$ cat config.mk
export PLATFORM = sky130hd
export DESIGN_NAME = gda_adder
export DESIGN_NICKNAME = d
export VERILOG_FILES = /design/src/rtl/gda_pkg.sv /design/src/rtl/gda_ripple_seg.sv /design/src/rtl/gda_prefix_tree.sv /design/src/rtl/gda_check_ctl.sv /design/src/rtl/gda_adder.sv
export SDC_FILE = /design/constraint.sdc
export NUM_CORES = 1
export LEC_CHECK = 0
export BUFFER_PORTS_ARGS = -buffer_cell sky130_fd_sc_hd__buf_2
export CORE_ASPECT_RATIO = 1.25
export CORE_MARGIN = 3
export CORE_UTILIZATION = 30
export CTS_BUF_LIST = sky130_fd_sc_hd__clkbuf_4 sky130_fd_sc_hd__clkbuf_8 sky130_fd_sc_hd__clkbuf_16
export DETAILED_ROUTE_END_ITERATION = 10
export PLACE_DENSITY = 0.6
export SLEW_MARGIN = 5
export SYNTH_ARGS = -nofsm -noshare
export SYNTH_HDL_FRONTEND = slang
export SYNTH_SLANG_ARGS = --single-unit
$ cat constraint.sdc
create_clock -name clk_i -period 12.1 [get_ports clk_i]
set_input_delay 0 -clock clk_i [delete_from_list [all_inputs] [get_ports clk_i]]
set_output_delay 0 -clock clk_i [all_outputs]
set_load 0.02 [all_outputs]
$ cat src/rtl/gda_pkg.sv
package gda_pkg;
  typedef struct packed {
    logic g;
    logic p;
  } gp_t;

  function automatic gp_t gp_merge(gp_t hi, gp_t lo);
    gp_t r;
    r.g = hi.g | (hi.p & lo.g);
    r.p = hi.p & lo.p;
    return r;
  endfunction
endpackage

$ cat src/rtl/gda_ripple_seg.sv
module gda_ripple_seg #(
  parameter int SEG_W = 4
) (
  input  logic [SEG_W-1:0] a_i,
  input  logic [SEG_W-1:0] b_i,
  input  logic             cin_i,
  output logic [SEG_W-1:0] sum_o,
  output logic             cout_o
);
  always_comb begin
    logic c;
    c = cin_i;
    for (int i = 0; i < SEG_W; i++) begin
      sum_o[i] = a_i[i] ^ b_i[i] ^ c;
      c        = (a_i[i] & b_i[i]) | ((a_i[i] ^ b_i[i]) & c);
    end
    cout_o = c;
  end
endmodule

$ cat src/rtl/gda_prefix_tree.sv
module gda_prefix_tree
  import gda_pkg::*;
#(
  parameter int WIDTH = 32,
  parameter int SEG_W = 4
) (
  input  logic [WIDTH-1:0]           a_i,
  input  logic [WIDTH-1:0]           b_i,
  input  logic                       cin_i,
  output logic [WIDTH/SEG_W:0]       c_o
);
  localparam int NUM_SEG = WIDTH / SEG_W;
  localparam int LVL     = (NUM_SEG > 1) ? $clog2(NUM_SEG) : 1;

  gp_t seg_gp [NUM_SEG];
  gp_t lvl_gp [LVL+1][NUM_SEG];

  for (genvar s = 0; s < NUM_SEG; s++) begin : g_grp
    always_comb begin
      logic g, p, ai, bi;
      g = 1'b0;
      p = 1'b1;
      for (int i = 0; i < SEG_W; i++) begin
        ai = a_i[s*SEG_W+i];
        bi = b_i[s*SEG_W+i];
        g  = (ai & bi) | ((ai ^ bi) & g);
        p  = p & (ai ^ bi);
      end
      seg_gp[s] = '{g: g, p: p};
    end
  end

  // fold carry-in into segment 0 so the tree output is the carry directly
  assign lvl_gp[0][0] = '{g: seg_gp[0].g | (seg_gp[0].p & cin_i), p: 1'b0};
  for (genvar s = 1; s < NUM_SEG; s++) begin : g_l0
    assign lvl_gp[0][s] = seg_gp[s];
  end

  for (genvar l = 0; l < LVL; l++) begin : g_lvl
    for (genvar s = 0; s < NUM_SEG; s++) begin : g_node
      if (s >= (1 << l)) begin : g_mrg
        assign lvl_gp[l+1][s] = gp_merge(lvl_gp[l][s], lvl_gp[l][s-(1<<l)]);
      end else begin : g_pass
        assign lvl_gp[l+1][s] = lvl_gp[l][s];
      end
    end
  end

  assign c_o[0] = cin_i;
  for (genvar s = 0; s < NUM_SEG; s++) begin : g_c
    assign c_o[s+1] = lvl_gp[LVL][s].g;
  end
endmodule

$ cat src/rtl/gda_check_ctl.sv
module gda_check_ctl #(
  parameter int NUM_SEG = 8,
  localparam int IDX_W  = (NUM_SEG > 1) ? $clog2(NUM_SEG) : 1
) (
  input  logic             clk_i,
  input  logic             rst_ni,
  input  logic             mismatch_i,
  output logic [IDX_W-1:0] sel_o,
  output logic             det_o,
  output logic [IDX_W-1:0] idx_o
);
  localparam logic [IDX_W-1:0] LAST = IDX_W'(NUM_SEG - 1);

  logic [IDX_W-1:0] ptr_q;
  logic             det_q;
  logic [IDX_W-1:0] idx_q;

  always_ff @(posedge clk_i or negedge rst_ni) begin
    if (!rst_ni) begin
      ptr_q <= '0;
      det_q <= 1'b0;
      idx_q <= '0;
    end else if (!det_q) begin
      ptr_q <= (ptr_q == LAST) ? '0 : ptr_q + 1'b1;
      if (mismatch_i) begin
        det_q <= 1'b1;
        idx_q <= ptr_q;
      end
    end
  end

  assign sel_o = det_q ? idx_q : ptr_q;
  assign det_o = det_q;
  assign idx_o = det_q ? idx_q : '0;


  ptr_step_chk: assert property (@(posedge clk_i) disable iff (!rst_ni)
    !det_q |=> (ptr_q == (($past(ptr_q) == LAST) ? '0 : $past(ptr_q) + 1'b1)));

  latch_idx_chk: assert property (@(posedge clk_i) disable iff (!rst_ni)
    (!det_q && mismatch_i) |=> (det_q && idx_q == $past(ptr_q)));

  det_sticky_chk: assert property (@(posedge clk_i) disable iff (!rst_ni)
    det_q |=> det_q);

  idx_hold_chk: assert property (@(posedge clk_i) disable iff (!rst_ni)
    det_q |=> $stable(idx_q));
endmodule

$ cat src/rtl/gda_adder.sv
module gda_adder #(
  parameter int WIDTH    = 32,
  parameter int SEG_W    = 4,
  localparam int NUM_SEG   = WIDTH / SEG_W,
  localparam int SEG_IDX_W = (NUM_SEG > 1) ? $clog2(NUM_SEG) : 1,
  localparam int FB_W      = $clog2(SEG_W + 1)
) (
  input  logic                 clk_i,
  input  logic                 rst_ni,
  input  logic [WIDTH-1:0]     a_i,
  input  logic [WIDTH-1:0]     b_i,
  input  logic                 cin_i,
  input  logic                 flt_en_i,
  input  logic [SEG_IDX_W-1:0] flt_seg_i,
  input  logic [FB_W-1:0]      flt_bit_i,
  input  logic                 flt_val_i,
  output logic [WIDTH-1:0]     sum_o,
  output logic                 cout_o,
  output logic                 fault_det_o,
  output logic [SEG_IDX_W-1:0] fault_seg_o
);
  localparam logic [SEG_IDX_W-1:0] LAST = SEG_IDX_W'(NUM_SEG - 1);

  logic [NUM_SEG:0]       seg_c;
  logic [SEG_W-1:0]       raw_sum  [NUM_SEG];
  logic                   raw_cout [NUM_SEG];
  logic [SEG_W-1:0]       act_sum  [NUM_SEG];
  logic                   act_cout [NUM_SEG];
  logic [SEG_W-1:0]       spr_sum;
  logic                   spr_cout;
  logic [SEG_IDX_W-1:0]   sel;
  logic                   det;
  logic [SEG_IDX_W-1:0]   det_idx;
  logic                   mismatch;

  gda_prefix_tree #(.WIDTH(WIDTH), .SEG_W(SEG_W)) u_tree (
    .a_i(a_i), .b_i(b_i), .cin_i(cin_i), .c_o(seg_c)
  );

  for (genvar s = 0; s < NUM_SEG; s++) begin : g_seg
    gda_ripple_seg #(.SEG_W(SEG_W)) u_seg (
      .a_i(a_i[s*SEG_W +: SEG_W]), .b_i(b_i[s*SEG_W +: SEG_W]),
      .cin_i(seg_c[s]), .sum_o(raw_sum[s]), .cout_o(raw_cout[s])
    );

    always_comb begin
      act_sum[s]  = raw_sum[s];
      act_cout[s] = raw_cout[s];
      if (flt_en_i && flt_seg_i == SEG_IDX_W'(s)) begin
        if (flt_bit_i == FB_W'(SEG_W)) act_cout[s] = flt_val_i;
        else if (flt_bit_i < FB_W'(SEG_W)) act_sum[s][flt_bit_i] = flt_val_i;
      end
    end

    assign sum_o[s*SEG_W +: SEG_W] = (det && det_idx == SEG_IDX_W'(s)) ? spr_sum : act_sum[s];
  end

  gda_ripple_seg #(.SEG_W(SEG_W)) u_spare (
    .a_i(a_i[sel*SEG_W +: SEG_W]), .b_i(b_i[sel*SEG_W +: SEG_W]),
    .cin_i(seg_c[sel]), .sum_o(spr_sum), .cout_o(spr_cout)
  );

  assign mismatch = !det && ({spr_cout, spr_sum} != {act_cout[sel], act_sum[sel]});
  assign cout_o   = (det && det_idx == LAST) ? spr_cout : act_cout[NUM_SEG-1];

  gda_check_ctl #(.NUM_SEG(NUM_SEG)) u_ctl (
    .clk_i(clk_i), .rst_ni(rst_ni), .mismatch_i(mismatch),
    .sel_o(sel), .det_o(det), .idx_o(det_idx)
  );

  assign fault_det_o = det;
  assign fault_seg_o = det_idx;


  clean_sum_chk: assert property (@(posedge clk_i) disable iff (!rst_ni)
    !flt_en_i |-> ({cout_o, sum_o} == ({1'b0, a_i} + {1'b0, b_i} + (WIDTH+1)'(cin_i))));

  repaired_sum_chk: assert property (@(posedge clk_i) disable iff (!rst_ni)
    (fault_det_o && (!flt_en_i || flt_seg_i == fault_seg_o)) |->
      ({cout_o, sum_o} == ({1'b0, a_i} + {1'b0, b_i} + (WIDTH+1)'(cin_i))));

  idx_zero_chk: assert property (@(posedge clk_i) disable iff (!rst_ni)
    !fault_det_o |-> (fault_seg_o == '0));
endmodule

Yosys cells after proc, flatten, opt, wreduce, memory -nomap -nowiden. Cells that the tools add are included. W data, S select, Z words.

Output and inout port bits: 37. Register bits after elaboration: 7. Logic and storage cells: 405.

Equal/unequal tests: 17. Bitwise operators: 283. $add $sub $neg: 1. Mux-type cells: 72. Reductions and logical operators: 22. Shifts and indexed selects: 2. $lt $le $gt $ge: 5.

Operators by type and width (number): $and A1 B1 Y1 (137); $mux W4 (34); $or A1 B1 Y1 (72); $xor A1 B1 Y1 (72); $shiftx A32 B6 Y4 (2); $bwmux W4 (8); $eq A3 B3 Y1 const B (10); $mux W1 (23); $logic_and A1 B1 Y1 (18); $bmux W4 S3 (1); $eq A3 B2 Y1 const B (4); $mux W3 (3); $bmux W1 S3 (2); $eq A3 B1 Y1 const B (2); $logic_not A3 Y1 (2); $lt A3 B3 Y1 const B (2); $lt A3 B5 Y1 const B (1); $ne A5 B5 Y1 (1); $ge A4 B4 Y1 const B (1); $not A3 Y4 (1); $add A3 B1 Y3 const B (1); $ge A3 B1 Y1 const B (1); $demux W1 S2 (1); $reduce_and A2 Y1 (1); other kinds (2) (2).

Longest topological paths before layout. Gate-level depths: netlist of run 1.

Depth after elaboration: 30. Gate-level depth with buffers: 22.

Hierarchy. From an unflattened synthesis of run 1, not the netlist that was laid out.

Cell total of the unflattened synthesis: 620. Area total of the unflattened synthesis: 4757.1 um^2.

Modules (own cells, without submodules): gda_adder (area an instance 2556.2 um^2, cells each 374, instances 1); gda_ripple_seg (area an instance 117.6 um^2, cells each 14, instances 9); gda_prefix_tree (area an instance 763.2 um^2, cells each 95, instances 1); gda_check_ctl (area an instance 379.1 um^2, cells each 25, instances 1).

Worst setup path after synthesis of run 1. No wires, ideal clock.

Path kind: register to register. From: register u_ctl.det_q, in the netlist u_ctl.det_o. To: register u_ctl.idx_q[0]. Required time: 11.975 ns. Stages on the path, launching flop included: 18. Arrival: 5.545 ns. Period minus slack after synthesis: 5.670 ns. Path buffers: 4. Path slack: 6.430 ns. Cell sequence: dfrtp_1 > buf_2 > o21ai_0 > buf_2 > buf_1 > buf_1 > mux4_2 > mux2i_1 > fa_1 > inv_1 > fa_1 > fa_1 > fa_1 > inv_1 > or4_1 > a21oi_1 > a31oi_4 > mux2_4.

Word-level cells in the longest chain between the ends: 14. Elaborated cells on any way between the ends: 37.

RTL lines: start: declaration (line gda_check_ctl.sv:15) `logic det_q;`; start signal: assignment (line gda_check_ctl.sv:21) `det_q <= 1'b0;`; start signal: assignment (line gda_check_ctl.sv:26) `det_q <= 1'b1;`; $mux W3 (line gda_check_ctl.sv:32) `assign sel_o = det_q ? idx_q : ptr_q;`; $shiftx A32 B6 Y4 / $bmux W1 S3 (equally long branches) (line gda_adder.sv:59, gda_adder.sv:60); $xor A1 B1 Y1 / $mux W1 (equally long branches) (line gda_ripple_seg.sv:14, gda_ripple_seg.sv:15, gda_adder.sv:60); $and A1 B1 Y1 (line gda_ripple_seg.sv:15) `c = (a_i[i] & b_i[i]) | ((a_i[i] ^ b_i[i]) & c);`; $or A1 B1 Y1 (line gda_ripple_seg.sv:15); $and A1 B1 Y1 (line gda_ripple_seg.sv:15); $or A1 B1 Y1 (line gda_ripple_seg.sv:15); $and A1 B1 Y1 (line gda_ripple_seg.sv:15); $or A1 B1 Y1 (line gda_ripple_seg.sv:15); $and A1 B1 Y1 (line gda_ripple_seg.sv:15); $or A1 B1 Y1 (line gda_ripple_seg.sv:15); $ne A5 B5 Y1 (line gda_adder.sv:63) `assign mismatch = !det && ({spr_cout, spr_sum} != {act_cout[sel], act_sum[sel]});`; $logic_and A1 B1 Y1 (line gda_adder.sv:63); $reduce_and A2 Y1 (no line) *; end signal: assignment (line gda_check_ctl.sv:27) `idx_q <= ptr_q;`; end: declaration (line gda_check_ctl.sv:16) `logic [IDX_W-1:0] idx_q;`.

Every way passes the cells marked *; elsewhere a longest branch is shown, timed or not. The select of a mux whose other input is x is not followed. A chain may end at the register's enable or synchronous reset.

Final worst setup path of run 1.
From: input port a_i[3]. To: register u_ctl.idx_q[0].

Word-level cells in the longest chain between the ends: 25. Elaborated cells on any way between the ends: 180.

RTL lines: start: declaration (line gda_adder.sv:10) `input logic [WIDTH-1:0] a_i,`; $xor A1 B1 Y1; $and A1 B1 Y1 (on tied branches) (line gda_prefix_tree.sv:26, gda_prefix_tree.sv:27); $or A1 B1 Y1 / $and A1 B1 Y1 (equally long branches) (line gda_prefix_tree.sv:26, gda_prefix_tree.sv:34); $or A1 B1 Y1 (line gda_prefix_tree.sv:34) `assign lvl_gp[0][0] = '{g: seg_gp[0].g | (seg_gp[0].p & cin_i), p: 1'b0};`; $and A1 B1 Y1 (line gda_pkg.sv:9) `r.g = hi.g | (hi.p & lo.g);`; $or A1 B1 Y1 (line gda_pkg.sv:9); $and A1 B1 Y1 (line gda_pkg.sv:9); $or A1 B1 Y1 (line gda_pkg.sv:9); [8 not listed]; $mux W4 (line gda_adder.sv:51) `else if (flt_bit_i < FB_W'(SEG_W)) act_sum[s][flt_bit_i] = flt_val_i;`; $mux W4 (line gda_adder.sv:50) `if (flt_bit_i == FB_W'(SEG_W)) act_cout[s] = flt_val_i;`; $mux W4 (line gda_adder.sv:49) `if (flt_en_i && flt_seg_i == SEG_IDX_W'(s)) begin`; $bmux W4 S3 (line gda_adder.sv:63); $mux W4 (implied by the code) (2 in a row) (line gda_adder.sv:63); $ne A5 B5 Y1 * (line gda_adder.sv:63); $logic_and A1 B1 Y1 * (line gda_adder.sv:63); $reduce_and A2 Y1 (no line) *.

Marked as above.

==> flow_summary_export.csv, run 1 <==
group,metric,value,unit
routing,wl,15400,um
clocking,cts_tree,"yes",
critical_path,r2r-start,"u_ctl.det_o",
yosys,synth_edf_count,0,
timing,max_slew_margin,0.295,
routing,drtIter0Drc,351,
floorplanning,initial_core_util,0.311,
critical_path,arrival,5.99,ns
critical_path,end_kind,"register",
routing,drtAntennaViolNets,0,
critical_path,critPathMaxFanout,6,
finish,final_common_cell,"buf_2",
finish,design_area,0.00475,sq mm
yosys,async_flop_share,1.00,
floorplanning,design.core.area,0.0128,sq mm
yosys,yosys_warnings,0,
clocking,path_clk_slew,0.04,ns
critical_path,cp.required,12.21,ns
critical_path,startpoint_type,"input port",
routing,avgViaCountPerCell,5.82,
pwr,p_total,326,uW
timing,slew_violations,0,
timing,max_freq,170,MHz
floorplanning,die-height,135,um
floorplanning,die_x,109,um
place,gp_congestion,0.975,
timing,tightest_slew,1.05,ns
finish,drive_gt1_frac,0.262,
timing,setup_viol,0,
routing,drtPass1Iterations,6,
clocking,clk_latency,0.23,ns
floorplanning,rows,46,
critical_path,worstSetupPathType,"in -> reg",
routing,dr_total_vias,4355,
run,drv_cap,0,
pwr,cellPowerDensity,68.7,mW/mm^2
timing,period_minus_slack,5.88,ns
clocking,cts_buffers,3,
yosys,synth_area_leaders,"fa_1 18%, mux4_2 9.6%, o21ai_0 9.5%",
clocking,ctsResizeCount,0,
yosys,netlist.top_cell.by_area,"fa_1",
timing,fin_setup_tns,0,ns
timing,fin_crit_sh,0.486,
routing,wl_per_cell,20.6,um
yosys,synth_top_area_frac,0.180,
pwr,clkPwrFrac,0.174,
routing,route.detailed.drc,0,
global_route,grt.total_usage,0.201,
finish,syn_to_final_growth,18.8,%
critical_path,rr_worst_depth,18,
yosys,synth_nets,637,
critical_path,r2r-end,"u_ctl.idx_q[0]",
clocking,htree_levels,1,
pwr,vdd_drop_max,0.0713,mV
yosys,synth.distinct_cells,49,
timing,finClkSkew,0.000766,ns
yosys,synthFlopType,"dfrtp_1",
yosys,synth_cells,496,
floorplanning,ios,112,
pwr,seqPwrFrac,0.072,
min_path,hold_class,"in -> async",
clocking,clockRootBuffer,"clkbuf_16",
global_route,grt_pass1_vias,4124,
yosys,yosysSeqAreaShare,0.0438,
global_route,grt_antenna_before_repair,0,
timing,hold_viol_final,0,
pwr,intPower,160,uW
finish,antennaDiodeCount,0,
yosys,synthesis.area,0.00400,sq mm
critical_path,r2r_slack,6.68,ns
outcome,run_status,"completed",
global_route,grt_max_degree,47,
place,dp_hpwl,13000,um
yosys,ys_ff_latch,7,
global_route,grt_pass1_wl,23000,um
pwr,comb_power_share,0.753,
floorplanning,dieArea,0.0147,sq mm
global_route,gr-total-overflow,0,
pwr,p_sw_frac,0.510,
place,dpl_cell_area,0.00466,sq mm
pwr,p_sw,166,uW
pwr,leakage,2.20,nW
timing,rsz0062_at_grt,"no",
clocking,cts_buffer_depth,2,
clocking,clock_sinks,7,
place,io_buffers,111,
finish,nets,722,
yosys,syn_area_per_cell,8.05,sq um
finish,final_cell_mix,"111 x buf_2, 74 x inv_1, 74 x o21ai_0, 36 x nand2_1, 36 x fa_1",
[cells in the mapped netlist (3+ instances only)]
cell and number:
o21ai_0 76, inv_1 74, fa_1 36, nand2_1 36, ha_1 30, o31ai_1 24, a21oi_1 23, clkbuf_1 18
o311ai_0 18, mux2i_1 17, mux4_2 17, buf_2 11, a21o_1 10, buf_1 8, nor2_1 8, o211ai_1 8
dfrtp_1 7, nand4_1 6, nor3_1 6, o21ai_1 5, mux2_2 4, nand3_1 4, a211o_1 3, and3_1 3
mux2_4 3, nand3b_1 3, nand4b_1 3, nand4bb_1 3, o21a_1 3, or2_1 3, or3b_1 3
[metrics by stage]
| step | cells | util | worst slack [ns] | hold slack (ns) |
|---|---|---|---|---|
| global placement | 743 | 0.363 | 6.20 | -0.166 |
| CTS | 748 | 0.370 | 6.27 | 0.132 |
| global route | 748 | 0.370 | 5.78 | 0.156 |
| detailed placement | 743 | 0.363 | 6.06 | -0.162 |
| finish | 748 | 0.370 | 6.22 | 0.130 |
| floorplan | 496 | - | 6.43 | -0.296 |
[cell type report]
class | instances | area (sq um)
sequential | 7 | 175
multi-input combinational | 377 | 3400
tap | 168 | 210
timing repair buffer | 117 | 603
clock inverter | 1 | 5.00
inverter | 75 | 282
clock buffer | 3 | 75.1
fill | 1355 | 8090
[registers in the layout (all words and copies together), names as in the netlist]
name	count
u_ctl.idx_q	3
u_ctl.ptr_q	3
u_ctl.det_o	1
[routing by layer]
metal	GRT usage	part of all wire	up-vias
met5	0	0	-
met4	0.0617	0.031	0
met3	0.0244	0.083	34
met2	0.343	0.48	253
met1	0.265	0.40	2071
li1	-	-	1997
[how the worst max path moves through the flow]
stage / from / to / cells after the start
6_report: a_i[3] / u_ctl.idx_q[0] / 21
5_1_grt: a_i[3] / u_ctl.idx_q[2] / 21
4_1_cts: a_i[3] / u_ctl.idx_q[0] / 21
3_5_place_dp: a_i[3] / u_ctl.idx_q[1] / 21
3_3_place_gp: a_i[3] / u_ctl.idx_q[2] / 21
2_1_floorplan: u_ctl.det_o / u_ctl.idx_q[0] / 17
[kinds of logic (layout without fill, tap and decap cells)]
group | count (synthesis) | after routing | synth area share
AOI/OAI and AO/OA | 179 | 179 | 0.283
buffers and inverters | 112 | 196 | 0.109
and+or+nand+nor | 89 | 89 | 0.125
adders and majority gates | 66 | 66 | 0.274
muxes | 41 | 41 | 0.161
DFF | 7 | 7 | 0.0438
xor gates and xnor gates | 2 | 2 | 0.00439
[power groups by stage]
stage	clock, mW	sequential [mW]	combinational, mW
detailed placement	0	0.0238	0.242
global route	0.0593	0.0235	0.267
global placement	0	0.0238	0.240
finish	0.0569	0.0235	0.246
CTS	0.0576	0.0235	0.243
floorplan	0	0.0238	0.148
[repair_timing]
| item | 4_1_cts | 5_1_grt |
|---|---|---|
| hold endpoints to repair | 7 | 0 |
| buffers inserted | 0 | 0 |
| hold buffers | 1 | 0 |
[worst max-delay path, stage by stage]
cell and delay, ns:
buf_2 0.12, ha_1 0.31, and3_1 0.19, a221oi_1 0.56, o221ai_1 0.28, nand4_1 0.18
a21oi_1 0.13, a211oi_1 0.35, o21ai_0 0.13, a21oi_1 0.29, o21a_1 0.21, fa_1 0.18
inv_1 0.06, fa_1 0.46, fa_1 0.45, fa_1 0.63, inv_1 0.13, or4_1 0.53
a21oi_1 0.29, a31oi_4 0.16, mux2_4 0.33
Power figures use the tool's default switching activity.
==> inputs of run 2 (changes only) <==
==> constraint.sdc (replaced) <==
create_clock -name clk_i -period 5.85 [get_ports clk_i]
set_input_delay 0 -clock clk_i [delete_from_list [all_inputs] [get_ports clk_i]]
set_output_delay 0 -clock clk_i [all_outputs]
set_load 0.02 [all_outputs]
==> run 2 against run 1 <==
Combinational power increased by 110%. Utilization up 0.27 points. Die area is the same. Sequential share of layout area about the same. Worst hold slack got worse by 0.0033 ns. Clock power grew 110%. Count of clock-buffer cells in the layout up 1. Critical path type unchanged.
==> flow_summary_export.csv, run 2 (same netlist as run 1, synthesis figures left out) <==
group,metric,value,unit
place,dp_hpwl,13700,um
routing,drtIter0Drc,352,
global_route,grt_pass1_vias,4323,
timing,slew_violations,0,
floorplanning,initial_core_util,0.311,
clocking,clk_latency,0.23,ns
timing,fin_crit_sh,0.937,
timing,hold_slack,0.127,ns
global_route,grt_antenna_before_repair,0,
critical_path,worstSetupPathType,"in -> reg",
finish,final_common_cell,"buf_2",
timing,tightest_slew,1.22,ns
routing,avgViaCountPerCell,5.83,
clocking,cts_setup_buffers,0,
clocking,path_clk_slew,0.04,ns
clocking,cts_buffers,3,
critical_path,cp.required,5.96,ns
global_route,met2_usage,0.375,
clocking,clock_sinks,7,
global_route,grt.total_usage,0.213,
routing,route.detailed.drc,0,
routing,wl,16000,um
pwr,p_total,690,uW
global_route,gr-usage-met3,0.0234,
timing,period_minus_slack,5.48,ns
global_route,grt_pass1_wl,24100,um
timing,max_slew_margin,0.178,
global_route,grt_max_degree,47,
routing,drtAntennaViolNets,0,
floorplanning,rows,46,
finish,antennaDiodeCount,0,
place,gp_congestion,1.00,
routing,wl_per_cell,21.3,um
finish,syn_to_final_growth,19.7,%
global_route,gr-total-overflow,0,
finish,nets,725,
critical_path,end_kind,"register",
timing,finClkSkew,0.00406,ns
critical_path,startpoint_type,"input port",
pwr,leakage,2.22,nW
finish,drive_gt1_frac,0.269,
min_path,hold_class,"in -> async",
timing,hold_viol_final,0,
critical_path,critPathMaxFanout,3,
critical_path,arrival,5.59,ns
clocking,cts_tree,"yes",
pwr,cellPowerDensity,144,mW/mm^2
floorplanning,die_x,109,um
floorplanning,ios,112,
critical_path,rr_worst_depth,14,
routing,dr_total_vias,4376,
clocking,htree_levels,1,
global_route,busiest_layer,"met2",
timing,setup_viol,0,
clocking,clockRootBuffer,"clkbuf_16",
timing,max_freq,182,MHz
floorplanning,dieArea,0.0147,sq mm
outcome,run_status,"completed",
place,dpl_cell_area,0.00468,sq mm
global_route,grt_use_met1,0.274,
floorplanning,die-height,135,um
place,io_buffers,111,
floorplanning,design.core.area,0.0128,sq mm
pwr,vdd_drop_max,0.157,mV
run,drv_cap,0,
routing,drtPass1Iterations,6,
clocking,cts_buffer_depth,2,
finish,fillerInstances,1339,
finish,design_area,0.00478,sq mm
finish,final_cell_mix,"111 x buf_2, 74 x inv_1, 74 x o21ai_0, 36 x nand2_1, 36 x fa_1",
==> run 2: changes by cell type in the layout (fill, tap and decap cells not counted) <==
| cell | delta |
|---|---|
| clkinv_2 | -1 |
| buf_4 | +3 |
| clkbuf_4 | +1 |
| a21oi_1 | -1 |
| a21oi_2 | +1 |
| a221oi_1 | -1 |
| a221oi_2 | +1 |
==> run 2: final timing paths <==
| kind | from | endpoint | slack [ns] |
|---|---|---|---|
| max reg2reg | u_ctl.det_o | u_ctl.idx_q[0] | 0.56 |
| max | a_i[3] | u_ctl.idx_q[0] | 0.37 |
| min | rst_ni | u_ctl.ptr_q[0] | 0.13 |
| min in group clk_i | u_ctl.ptr_q[0] | u_ctl.idx_q[0] | 0.64 |
| max in group asynchronous | rst_ni | u_ctl.idx_q[0] | 5.57 |
| min reg2reg | u_ctl.ptr_q[0] | u_ctl.idx_q[0] | 0.64 |
==> run 2: report_power, final <==
group	leakage, nW	switching, mW	internal [mW]
registers	0.0926	0	0.0487
logic	2.08	0.323	0.196
clock network	0.0416	0.0263	0.0953
==> run 2: per-stage QoR <==
| stage | setup WS, ns | cells | utilization | TNS [ns] |
|---|---|---|---|---|
| after detailed placement | 0.00204 | 746 | 0.365 | 0 |
| after CTS | 0.228 | 751 | 0.372 | 0 |
| after floorplan | 0.180 | 496 | - | 0 |
| after global placement | 0.127 | 746 | 0.365 | 0 |
| final | 0.369 | 751 | 0.373 | 0 |
| after global routing | -0.0353 | 751 | 0.373 | -0.0956 |
==> run 2: worst max-delay path, stage by stage <==
cell and delay (ns):
buf_2 0.12, ha_1 0.33, and3_1 0.22, a221oi_2 0.40
o221ai_1 0.26, nand4_1 0.19, a21oi_2 0.09, a211oi_1 0.32
o21ai_0 0.14, a21oi_1 0.29, o21a_1 0.22, fa_1 0.18
inv_1 0.05, fa_1 0.44, fa_1 0.47, fa_1 0.52
inv_1 0.05, or4_1 0.51, a21oi_1 0.29, a31oi_4 0.16
mux2_4 0.33
==> run 2: timing repair <==
action	CTS	global route
endpoints found under the hold margin	7	0
setup endpoints to repair	0	3
hold buffers	1	0
gates resized for setup	0	2
==> run 2: area by class of cell <==
type	instances	area, sq um	share of cell area
Timing Repair Buffer	120	626	0.131
Tap cell	168	210	0.0440
Clock buffer	4	82.6	0.0173
Inverter	75	282	0.0589
Multi-Input combinational cell	377	3410	0.712
Sequential cell	7	175	0.0366
==> run 2: metal layers <==
metal	vias to the layer above	share of wire	wire, um
li1	1996	-	-
met1	2101	0.40	6320
met2	243	0.50	7930
met3	36	0.076	1210
met4	0	0.033	524
met5	-	0	0
